File: src/rtl/seq_pkg.sv
package seq_pkg;

    typedef enum logic [1:0] {
        ST_IDLE   = 2'd0,
        ST_LAUNCH = 2'd1,
        ST_PLAY   = 2'd2
    } seq_state_t;

    localparam int ENTRY_STRIDE = 5;
    localparam int OFF_HOLD_LO  = 0;
    localparam int OFF_HOLD_HI  = 1;
    localparam int OFF_PATTERN  = 4;
    localparam int HOLD_W       = 16;
    localparam int PAT_W        = 8;
    localparam int GATE_W       = 4;

endpackage

File: src/rtl/seq_table.sv
module seq_table
    import seq_pkg::*;
#(
    parameter int ENTRIES = 16,
    parameter int ADDR_W  = $clog2(ENTRIES * ENTRY_STRIDE + 1),
    parameter int IDX_W   = $clog2(ENTRIES)
) (
    input  logic              clk,
    input  logic              rst_n,
    input  logic              wr_en,
    input  logic [ADDR_W-1:0] wr_addr,
    input  logic [7:0]        wr_data,
    input  logic [IDX_W-1:0]  rd_idx,
    output logic [HOLD_W-1:0] rd_hold,
    output logic [PAT_W-1:0]  rd_pat
);

    localparam int TABLE_BYTES = ENTRIES * ENTRY_STRIDE;

    logic [ADDR_W-1:0] wr_entry;
    logic [ADDR_W-1:0] wr_off;
    logic              wr_hit;

    logic [HOLD_W-1:0] hold_arr [ENTRIES];
    logic [PAT_W-1:0]  pat_arr  [ENTRIES];

    assign wr_entry = wr_addr / ADDR_W'(ENTRY_STRIDE);
    assign wr_off   = wr_addr % ADDR_W'(ENTRY_STRIDE);
    assign wr_hit   = wr_en && (wr_addr < ADDR_W'(TABLE_BYTES));

    for (genvar g = 0; g < ENTRIES; g++) begin : g_entry
        logic [HOLD_W-1:0] hold_r;
        logic [PAT_W-1:0]  pat_r;
        logic              sel;

        assign sel = wr_hit && (wr_entry == ADDR_W'(g));

        always_ff @(posedge clk or negedge rst_n) begin
            if (!rst_n) begin
                hold_r <= '0;
                pat_r  <= '0;
            end else if (sel) begin
                unique case (wr_off)
                    ADDR_W'(OFF_HOLD_LO): hold_r[7:0]  <= wr_data;
                    ADDR_W'(OFF_HOLD_HI): hold_r[15:8] <= wr_data;
                    ADDR_W'(OFF_PATTERN): pat_r        <= wr_data;
                    default: ;
                endcase
            end
        end

        assign hold_arr[g] = hold_r;
        assign pat_arr[g]  = pat_r;
    end

    assign rd_hold = hold_arr[rd_idx];
    assign rd_pat  = pat_arr[rd_idx];

endmodule

File: src/rtl/seq_len_reg.sv
module seq_len_reg #(
    parameter int ENTRIES = 16,
    parameter int LEN_W   = 8,
    parameter int CNT_W   = $clog2(ENTRIES + 1)
) (
    input  logic             clk,
    input  logic             rst_n,
    input  logic             len_we,
    input  logic [LEN_W-1:0] len_wdata,
    output logic [CNT_W-1:0] len_q
);

    always_ff @(posedge clk or negedge rst_n) begin
        if (!rst_n) begin
            len_q <= '0;
        end else if (len_we) begin
            if (len_wdata > LEN_W'(ENTRIES)) begin
                len_q <= CNT_W'(ENTRIES);
            end else begin
                len_q <= CNT_W'(len_wdata);
            end
        end
    end

endmodule

File: src/rtl/seq_ctrl.sv
module seq_ctrl
    import seq_pkg::*;
#(
    parameter int ENTRIES = 16,
    parameter int IDX_W   = $clog2(ENTRIES),
    parameter int CNT_W   = $clog2(ENTRIES + 1)
) (
    input  logic              clk,
    input  logic              rst_n,
    input  logic              run_start,
    input  logic              stop_req,
    input  logic [CNT_W-1:0]  len_cfg,
    input  logic [HOLD_W-1:0] rd_hold,
    input  logic [PAT_W-1:0]  rd_pat,
    output logic [IDX_W-1:0]  rd_idx,
    output logic [GATE_W-1:0] gate_out,
    output logic              trig_out,
    output logic              busy
);

    seq_state_t state_q, state_d;

    logic [IDX_W-1:0]  last_idx_q;
    logic [IDX_W-1:0]  nxt_idx_q;
    logic [IDX_W-1:0]  succ_idx;
    logic [HOLD_W-1:0] nxt_hold_q;
    logic [PAT_W-1:0]  nxt_pat_q;
    logic [HOLD_W-1:0] hold_q;
    logic [GATE_W-1:0] gate_q;
    logic              trig_q;

    logic start_ok;
    logic hold_end;
    logic wrap_due;
    logic exit_now;
    logic load_evt;

    assign succ_idx = (nxt_idx_q == last_idx_q) ? '0 : nxt_idx_q + 1'b1;
    assign rd_idx   = (state_q == ST_IDLE) ? '0 : succ_idx;
    assign start_ok = run_start && (len_cfg != '0);
    assign hold_end = (hold_q == HOLD_W'(1));
    assign wrap_due = hold_end && (nxt_idx_q == '0);
    assign exit_now = (state_q == ST_PLAY) && wrap_due && stop_req;
    assign load_evt = (state_q == ST_LAUNCH) ||
                      ((state_q == ST_PLAY) && hold_end && !exit_now);

    // state register
    always_ff @(posedge clk or negedge rst_n) begin
        if (!rst_n) begin
            state_q <= ST_IDLE;
        end else begin
            state_q <= state_d;
        end
    end

    // next-state decode
    always_comb begin
        state_d = state_q;
        unique case (state_q)
            ST_IDLE:   if (start_ok) state_d = ST_LAUNCH;
            ST_LAUNCH: state_d = ST_PLAY;
            ST_PLAY:   if (exit_now) state_d = ST_IDLE;
            default:   state_d = ST_IDLE;
        endcase
    end

    // prefetch and playback datapath
    always_ff @(posedge clk or negedge rst_n) begin
        if (!rst_n) begin
            last_idx_q <= '0;
            nxt_idx_q  <= '0;
            nxt_hold_q <= '0;
            nxt_pat_q  <= '0;
            hold_q     <= '0;
            gate_q     <= '0;
            trig_q     <= 1'b0;
        end else begin
            unique case (state_q)
                ST_IDLE: begin
                    gate_q <= '0;
                    trig_q <= 1'b0;
                    hold_q <= '0;
                    if (start_ok) begin
                        last_idx_q <= IDX_W'(len_cfg - CNT_W'(1));
                        nxt_idx_q  <= '0;
                        nxt_hold_q <= rd_hold;
                        nxt_pat_q  <= rd_pat;
                    end
                end
                ST_LAUNCH, ST_PLAY: begin
                    if (exit_now) begin
                        gate_q <= '0;
                        trig_q <= 1'b0;
                        hold_q <= '0;
                    end else if (load_evt) begin
                        gate_q     <= nxt_pat_q[GATE_W-1:0];
                        hold_q     <= (nxt_hold_q == '0) ? HOLD_W'(1) : nxt_hold_q;
                        trig_q     <= (state_q == ST_PLAY) && (nxt_idx_q == '0);
                        nxt_idx_q  <= succ_idx;
                        nxt_hold_q <= rd_hold;
                        nxt_pat_q  <= rd_pat;
                    end else begin
                        hold_q <= hold_q - 1'b1;
                        trig_q <= 1'b0;
                    end
                end
                default: ;
            endcase
        end
    end

    assign gate_out = gate_q;
    assign trig_out = trig_q;
    assign busy     = (state_q != ST_IDLE);

endmodule

File: src/rtl/seq_player.sv
module seq_player
    import seq_pkg::*;
#(
    parameter int ENTRIES = 16,
    parameter int LEN_W   = 8,
    parameter int ADDR_W  = $clog2(ENTRIES * ENTRY_STRIDE + 1)
) (
    input  logic              clk,
    input  logic              rst_n,
    input  logic              tbl_we,
    input  logic [ADDR_W-1:0] tbl_addr,
    input  logic [7:0]        tbl_wdata,
    input  logic              len_we,
    input  logic [LEN_W-1:0]  len_wdata,
    input  logic              run_start,
    input  logic              stop_req,
    output logic [4:0]        pins_out,
    output logic              busy
);

    localparam int IDX_W = $clog2(ENTRIES);
    localparam int CNT_W = $clog2(ENTRIES + 1);

    logic [IDX_W-1:0]  rd_idx;
    logic [HOLD_W-1:0] rd_hold;
    logic [PAT_W-1:0]  rd_pat;
    logic [CNT_W-1:0]  len_q;
    logic [GATE_W-1:0] gate;
    logic              trig;

    seq_table #(.ENTRIES(ENTRIES), .ADDR_W(ADDR_W), .IDX_W(IDX_W)) u_table (
        .clk     (clk),
        .rst_n   (rst_n),
        .wr_en   (tbl_we),
        .wr_addr (tbl_addr),
        .wr_data (tbl_wdata),
        .rd_idx  (rd_idx),
        .rd_hold (rd_hold),
        .rd_pat  (rd_pat)
    );

    seq_len_reg #(.ENTRIES(ENTRIES), .LEN_W(LEN_W), .CNT_W(CNT_W)) u_len (
        .clk       (clk),
        .rst_n     (rst_n),
        .len_we    (len_we),
        .len_wdata (len_wdata),
        .len_q     (len_q)
    );

    seq_ctrl #(.ENTRIES(ENTRIES), .IDX_W(IDX_W), .CNT_W(CNT_W)) u_ctrl (
        .clk       (clk),
        .rst_n     (rst_n),
        .run_start (run_start),
        .stop_req  (stop_req),
        .len_cfg   (len_q),
        .rd_hold   (rd_hold),
        .rd_pat    (rd_pat),
        .rd_idx    (rd_idx),
        .gate_out  (gate),
        .trig_out  (trig),
        .busy      (busy)
    );

    assign pins_out = {trig, gate};

endmodule

File: config.mk
export PLATFORM = sky130hd
export DESIGN_NAME = seq_player
export DESIGN_NICKNAME = d
export VERILOG_FILES = /design/src/rtl/seq_pkg.sv /design/src/rtl/seq_table.sv /design/src/rtl/seq_len_reg.sv /design/src/rtl/seq_ctrl.sv /design/src/rtl/seq_player.sv
export SDC_FILE = /design/constraint.sdc
export NUM_CORES = 1
export LEC_CHECK = 0
export ABC_CLOCK_PERIOD_IN_PS = 3100
export BUFFER_PORTS_ARGS = -buffer_cell sky130_fd_sc_hd__buf_2
export CORE_MARGIN = 8
export CORE_UTILIZATION = 63
export CTS_CLUSTER_DIAMETER = 40
export DETAILED_ROUTE_END_ITERATION = 6
export PLACE_DENSITY = 0.77
export RECOVER_POWER = 50
export SYNTH_ARGS = -nofsm -noshare
export SYNTH_HDL_FRONTEND = slang
export SYNTH_SLANG_ARGS = --single-unit
File: constraint.sdc
create_clock -name clk -period 3.1 [get_ports clk]
set_clock_uncertainty 0.1 [all_clocks]
set_input_delay 0.31 -clock clk [delete_from_list [all_inputs] [get_ports clk]]
set_output_delay 0.31 -clock clk [all_outputs]
set_load 0.03 [all_outputs]
==> results of run 1 <==
==> per-stage QoR <==
step | setup WS (ns) | utilization (%)
finish | 0.0680 | 74.9
global route | 0.00584 | 74.9
CTS | 0.0251 | 74.9
detailed placement | -0.391 | 69.5
global placement | -0.292 | 69.5
floorplan | -0.0861 | -
==> power groups by stage <==
stage	clock, uW	combinational, uW	sequential, uW
4_1_cts	5390	1630	5800
2_1_floorplan	0	1070	5780
3_3_place_gp	0	1540	5830
6_report	5350	1630	5820
5_1_grt	5600	1760	5880
3_5_place_dp	0	1610	5880
==> sequential cells by signal (all words and copies together), names as in the netlist, 4 cells and up <==
name,flops
u_ctrl.gate_out,4
u_ctrl.hold_q,16
u_ctrl.last_idx_q,4
u_ctrl.nxt_hold_q,16
u_ctrl.nxt_idx_q,4
u_ctrl.nxt_pat_q,4
u_len.len_q,5
u_table.g_entry.hold_r,256
u_table.g_entry.pat_r,64
==> layer usage <==
layer	track usage [%]	wire, microns
met5	0	0
met4	11.5	1950
met3	4.61	3210
met2	47.9	25300
met1	36.7	21100
==> cell families (layout without fill, tap and decap cells) <==
logic type      after synthesis  in the layout
compound gates              357            357
xor+xnor                     16             16
fa+ha+maj                    13             13
buf+inv                     164            317
flops                       376            376
mux                         362            362
simple gates                437            437
==> final cells by class <==
type | instances | area (sq um) | share of cell area, %
Clock inverter | 27 | 259 | 1.14
Multi-Input combinational cell | 1185 | 9260 | 40.8
Timing Repair Buffer | 212 | 1890 | 8.35
Tap cell | 396 | 495 | 2.19
Clock buffer | 56 | 1270 | 5.60
Sequential cell | 376 | 9410 | 41.5
Inverter | 22 | 83.8 | 0.370
==> cells in the final DEF (no fill, tap or decap), types with 5 or more instances in the layout <==
cell           count
a21oi_1           67
mux2i_1           42
o211ai_1          21
nand2b_1           8
a221o_1           20
nor3_2            20
nor3_4            11
nand4_1            7
dfrtp_1          375
clkbuf_8           6
clkinv_2           6
nor3b_1            6
mux2_4             5
nor3_1            22
or3_4              7
nor2_1            32
clkbuf_16         47
clkinvlp_4         5
mux2_2           303
nand3_1           16
a31oi_1           30
nand2_1          184
ha_1              12
buf_4            137
o21ai_1            5
mux2_1            12
inv_1             19
a222oi_1          19
buf_12            29
or3_1             70
xnor2_1           12
buf_2             33
nor4_1             7
nor4_4            11
dlygate4sd3_1     10
o22ai_1            8
o21ai_0          148
inv_6             10
==> what timing repair did <==
action | in CTS | in global routing
endpoints found under the setup margin | 0 | 30
gates resized for setup | 0 | 6
hold buffers | 10 | 0
hold endpoints to repair | 56 | 0
==> worst max-delay path, delay by kind of cell (launching register included) <==
family,cells,cell delay [ns]
AO/OA/AOI/OAI,5,1.28
XOR/XNOR,1,0.33
buffers and inverters,2,0.50
flip-flops,1,0.46
AND/OR/NAND/NOR,2,0.19
==> worst paths after layout <==
| kind | end | cells after the start | slack, ns |
|---|---|---|---|
| max | u_ctrl.nxt_pat_q[2] | 10 | 0.07 |
| min | u_len.len_q[4] | 4 | 0.15 |
| max reg2reg | u_ctrl.nxt_pat_q[2] | 10 | 0.07 |
| min reg2reg | u_table.g_entry[10].hold_r[14] | 1 | 0.38 |
| max in group asynchronous | u_table.g_entry[4].hold_r[7] | 3 | 0.59 |
| min in group asynchronous | u_ctrl.gate_out[3] | 2 | 0.60 |
==> run_results.csv, run 1 <==
group,metric,value,unit
status,outcome,"finished, violations left",
status,violations,"max-capacitance violations, max-slew violations",
pwr,p_per_area,564,mW/mm^2
clock_network,cts_buffers,46,
worst_hold_path,hold_start,"len_wdata[4]",
floorplan,die-height,190,microns
drt,detail_route.wirelength,51500,microns
floorplan,die_area,0.0363,sq mm
layout,final_cells,2274,
drt,antenna_left,0,
floorplan,ios,35,
drt,drtIter0Drc,1281,
synth,synth_edf_count,0,
pwr,p_int,9450,uW
synth,yosys_register_bits,376,
synth,synthMuxAreaShare,21.0,%
layout,fin_area,0.0227,sq mm
global_route,grt_max_degree,82,
synth,yosys-top-cells-count,"376 x dfrtp_1, 308 x mux2_2, 185 x nand2_1",
floorplan,rows,64,
timing,timing.fmax,330,MHz
drt,firstDrtPassIters,6,
layout,layout.nets,1885,
synth,synth_top_family_by_area,"multiplexers",
critical_path,required,3.41,ns
critical_path,start_kind,"flip-flop",
layout,drive_gt1_share,35.8,%
pwr,p_seq_share,45.5,%
placement,place.detailed.hpwl,32700,microns
critical_path,cpPeakStageDelay,0.46,ns
clock_network,clock_sinks,376,
synth,async_flop_share,100,%
clock_network,cts_tree,"built",
drt,via_per_inst,6.47,
timing,setup_violations,0,
timing,tns,0,ns
critical_path,cp_cell_sequence,"xnor2_1 -> a41o_4 -> buf_4 -> nor2_1 -> nand3_1 -> buf_4 -> a21oi_1 -> a221o_1 -> a31oi_1 -> o21ai_0",
floorplan,start_util,63.4,%
clock_network,clock_latency,0.55,ns
worst_hold_path,hp-class,"in -> reg",
timing,finalCritPeriodShare,97.8,%
clock_network,ctsHtreeMaxLevel,2,
synth,syn-cell-area,0.0192,sq mm
layout,nFillCells,1994,
clock_network,cts_buffer_depth,3,
pwr,total_power,12800,uW
run,cap_violations,1,
global_route,grt_pass1_wl,83100,microns
drt,wl_per_cell,22.7,microns
synth,synth_cell_type_count,75,
timing,worst_pin_slew,1.55,ns
timing,hold_slack,0.149,ns
synth,synth.top_cell.area_share,49.1,%
floorplan,die_x,190,microns
drt,drc,0,
layout,diodes,0,
drt,vias,14715,
synth,yosys_warnings,0,
synth,ys.flop_type,"dfrtp_1",
pwr,clock_power_share,41.8,%
synth,syn_avg_cell_area,11.1,sq um
clock_network,post_cts_buffers,0,
synth,synth_top_area_cell,"dfrtp_1",
floorplan,core-area,0.0303,sq mm
timing,relSlewSlack,-3.16,%
timing,min_period,3.03,ns
timing,hold_violations,0,
critical_path,critPathKind,"reg -> reg",
timing,rsz0062_at_grt,"false",
global_route,first_global_vias,15323,
critical_path,worst_path_max_delay_cell,"dfrtp_1",
placement,place.gp.congestion,0.893,
synth,synthXorXnorAreaFrac,0.731,%
synth,synthAdderAreaFrac,0.848,%
layout,area_delta_synth_final,18.2,%
critical_path,path_max_fanout,20,
pwr,swShare,26.1,%
synth,yosys-top-cells-area,"dfrtp_1 49%, mux2_2 18%, o21ai_0 3.9%, nand2_1 3.6%, or3_1 2.5%",
clock_network,clk_pin_slew_worst_paths,0.06,ns
global_route,overflow,0,
global_route,antenna_found_initial,0,
critical_path,crit_arrival,3.34,ns
placement,port_buffers,34,
synth,postSynthCellCount,1725,
placement,place_area,0.0210,sq mm
synth,synth-compound-area-share,11.7,%
synth,synth_nets,1767,
synth,synth.most_common_cell,"dfrtp_1",
synth,yosys.area_share.simple,13.0,%
global_route,grt_usage,28.6,%
clock_network,root_buffer,"clkbuf_16",
pwr,netSwitchingPower,3340,uW
critical_path,path_common_cell,"buf_4",
timing,slew_viol_final,54,
pwr,pwr-share-comb,12.7,%
placement,dp_cells,2181,
pwr,irDropWorstVdd,0.000453,V
synth,ys_seq_area_share,49.1,%
pwr,p_leak,0.0104,uW
critical_path,r2r-start,"u_ctrl.nxt_idx_q[2]",
critical_path,crit_path_end_kind,"flip-flop",
critical_path,critPathLaunch,"u_ctrl.nxt_idx_q[2]",
Note: power is estimated with default switching activity, not from simulation.
==> run 2: changes to the inputs <==
- CORE_UTILIZATION: 63 -> 64
- PLACE_DENSITY: 0.77 -> 0.78
- SYNTH_HIERARCHICAL: unset -> 1
==> run 2 against run 1 <==
  * The flow still finishes with violations (max-capacitance violations, max-slew violations)
  * Routed wire length decreased by 7.9%
  * Register-to-register slack about the same
  * Total power grew 14%
  * First-iteration DRC count down 39%
  * Synthesized area is 1.1% lower
  * Sequential power up 7.7%
  * Utilization grew 3.1 points
  * Sequential share of layout area fell by 0.48 points
  * Clock power rose by 8.0%
  * Synthesized cell count down 23%
  * Fmax grew 0.14%
==> run_results.csv, run 2 <==
group,metric,value,unit
layout,layout_common_cells,"376 x dfrtp_1, 294 x mux2_2, 109 x buf_4, 100 x mux4_2, 52 x clkbuf_16",
layout,drive_gt1_share,52.5,%
synth,syn-cell-area,0.0190,sq mm
clock_network,cts_buffers,47,
critical_path,reg2reg_depth,10,
drt,vias,12279,
placement,place_area,0.0209,sq mm
layout,mostFrequentLayoutCell,"dfrtp_1",
worst_hold_path,hold_start,"len_we",
critical_path,worst_path_max_delay_cell,"mux4_2",
timing,setup_violations,0,
global_route,grtUsageMet3,5.64,%
drt,drc,0,
layout,area_delta_synth_final,20.9,%
layout,final_cells,1906,
floorplan,die_area,0.0354,sq mm
run,cap_violations,1,
timing,worst_pin_slew,2.01,ns
timing,slew_viol_final,78,
floorplan,die-height,188,microns
layout,regMostFlops,"u_table/g_entry.hold_r",
critical_path,crit_arrival,3.35,ns
drt,via_per_inst,6.44,
global_route,met1_usage,36.1,%
floorplan,die_x,188,microns
clock_network,ctsHtreeMaxLevel,2,
global_route,grt_pass1_wl,74900,microns
critical_path,cpPeakStageDelay,0.56,ns
critical_path,path_max_fanout,10,
layout,largest_reg_flops,256,
drt,detail_route.wirelength,47500,microns
floorplan,rows,63,
critical_path,required,3.43,ns
layout,fin_area,0.0229,sq mm
global_route,first_global_vias,13089,
pwr,p_per_area,634,mW/mm^2
synth,syn_avg_cell_area,14.3,sq um
status,violations,"max-capacitance violations, max-slew violations",
status,outcome,"finished, violations left",
critical_path,crit_path_end_kind,"flip-flop",
clock_network,root_buffer,"clkbuf_16",
timing,timing.fmax,330,MHz
critical_path,r2r-start,"u_ctrl/state_q[1]",
worst_hold_path,whs_path_depth,2,
pwr,irDropWorstVdd,0.000462,V
timing,relSlewSlack,-34.3,%
critical_path,cp_cell_sequence,"inv_2 -> ha_2 -> inv_4 -> nand2_2 -> nor2_4 -> buf_12 -> buf_12 -> mux4_2 -> mux4_2 -> mux2_4",
critical_path,cpLargestDelayFamily,"multiplexers",
timing,hold_violations,0,
synth,synth_nets,1371,
drt,antenna_left,0,
placement,dp_cells,1790,
global_route,grt_usage,26.7,%
critical_path,start_kind,"flip-flop",
placement,place.detailed.hpwl,29700,microns
critical_path,path_depth,10,
layout,diodes,0,
layout,postLayoutCoreUtil,78.0,%
critical_path,critPathLaunch,"u_ctrl/state_q[1]",
critical_path,critPathKind,"reg -> reg",
clock_network,clk_pin_slew_worst_paths,0.05,ns
synth,postSynthCellCount,1329,
placement,port_buffers,34,
timing,finalCritPeriodShare,97.7,%
global_route,antenna_found_initial,0,
layout,layout.nets,1520,
global_route,busiest_layer,"met2",
floorplan,core-area,0.0294,sq mm
timing,tns,0,ns
floorplan,ios,35,
synth,yosys_warnings,6,
drt,wl_per_cell,24.9,microns
clock_network,clock_latency,0.55,ns
clock_network,cts_tree,"built",
floorplan,start_util,64.5,%
drt,drtIter0Drc,777,
global_route,overflow,0,
timing,min_period,3.03,ns
clock_network,clock_sinks,376,
critical_path,critPathBufInv,4,
placement,place.gp.congestion,0.881,
drt,firstDrtPassIters,7,
clock_network,cts_buffer_depth,3,
worst_hold_path,hp-class,"in -> reg",
layout,largestRegisters,"u_table/g_entry.hold_r: 256 flops, u_table/g_entry.pat_r: 64 flops",
global_route,grt_use_met2,43.2,%
global_route,grt_max_degree,80,
pwr,p_leak,0.0105,uW
## run 2: metrics by stage
step | power, uW | worst slack, ns | hold WS [ns]
floorplan | 7840 | -0.212 | -0.0856
finish | 14500 | 0.0723 | 0.0553
detailed placement | 8670 | -0.520 | 0.246
global route | 15100 | -0.0315 | 0.0622
CTS | 14500 | 0.0311 | 0.0279
global placement | 8520 | -0.434 | 0.234
## run 2: final timing paths
| kind | slack (ns) | to |
|---|---|---|
| min in group asynchronous | 0.77 | u_table/g_entry[3].pat_r[3] |
| min reg2reg | 0.39 | u_table/g_entry[1].pat_r[2] |
| min | 0.06 | u_len/len_q[4] |
| max in group asynchronous | 0.50 | u_table/g_entry[6].hold_r[15] |
| max | 0.07 | u_ctrl/nxt_hold_q[4] |
| max reg2reg | 0.07 | u_ctrl/nxt_hold_q[4] |
## run 2: layer usage
layer  vias up  wire length, microns
li1       5301                     -
met1      6438                 19800
met2       459                 23300
met3        81                  3400
met4         0                   992
met5         -                     0
## run 2: layout make-up
class | instances | area, sq um
clock inverter | 25 | 358
tap | 390 | 488
fill | 1604 | 6470
clock buffer | 62 | 1310
timing repair buffer | 202 | 1960
sequential | 376 | 9410
multi-input combinational | 828 | 9310
inverter | 23 | 88.8
## run 2: power breakdown
group          leakage (uW)  internal [uW]  switching (uW)
Combinational       0.00462           1460            1030
Sequential          0.00503           5780             486
Clock              0.000808           3600            2180
## run 2: what timing repair did
action,CTS,global route
endpoints found under the setup margin,0,227
hold endpoints to repair,76,0
setup buffers,0,12
hold buffers,13,0
resized for setup,0,17
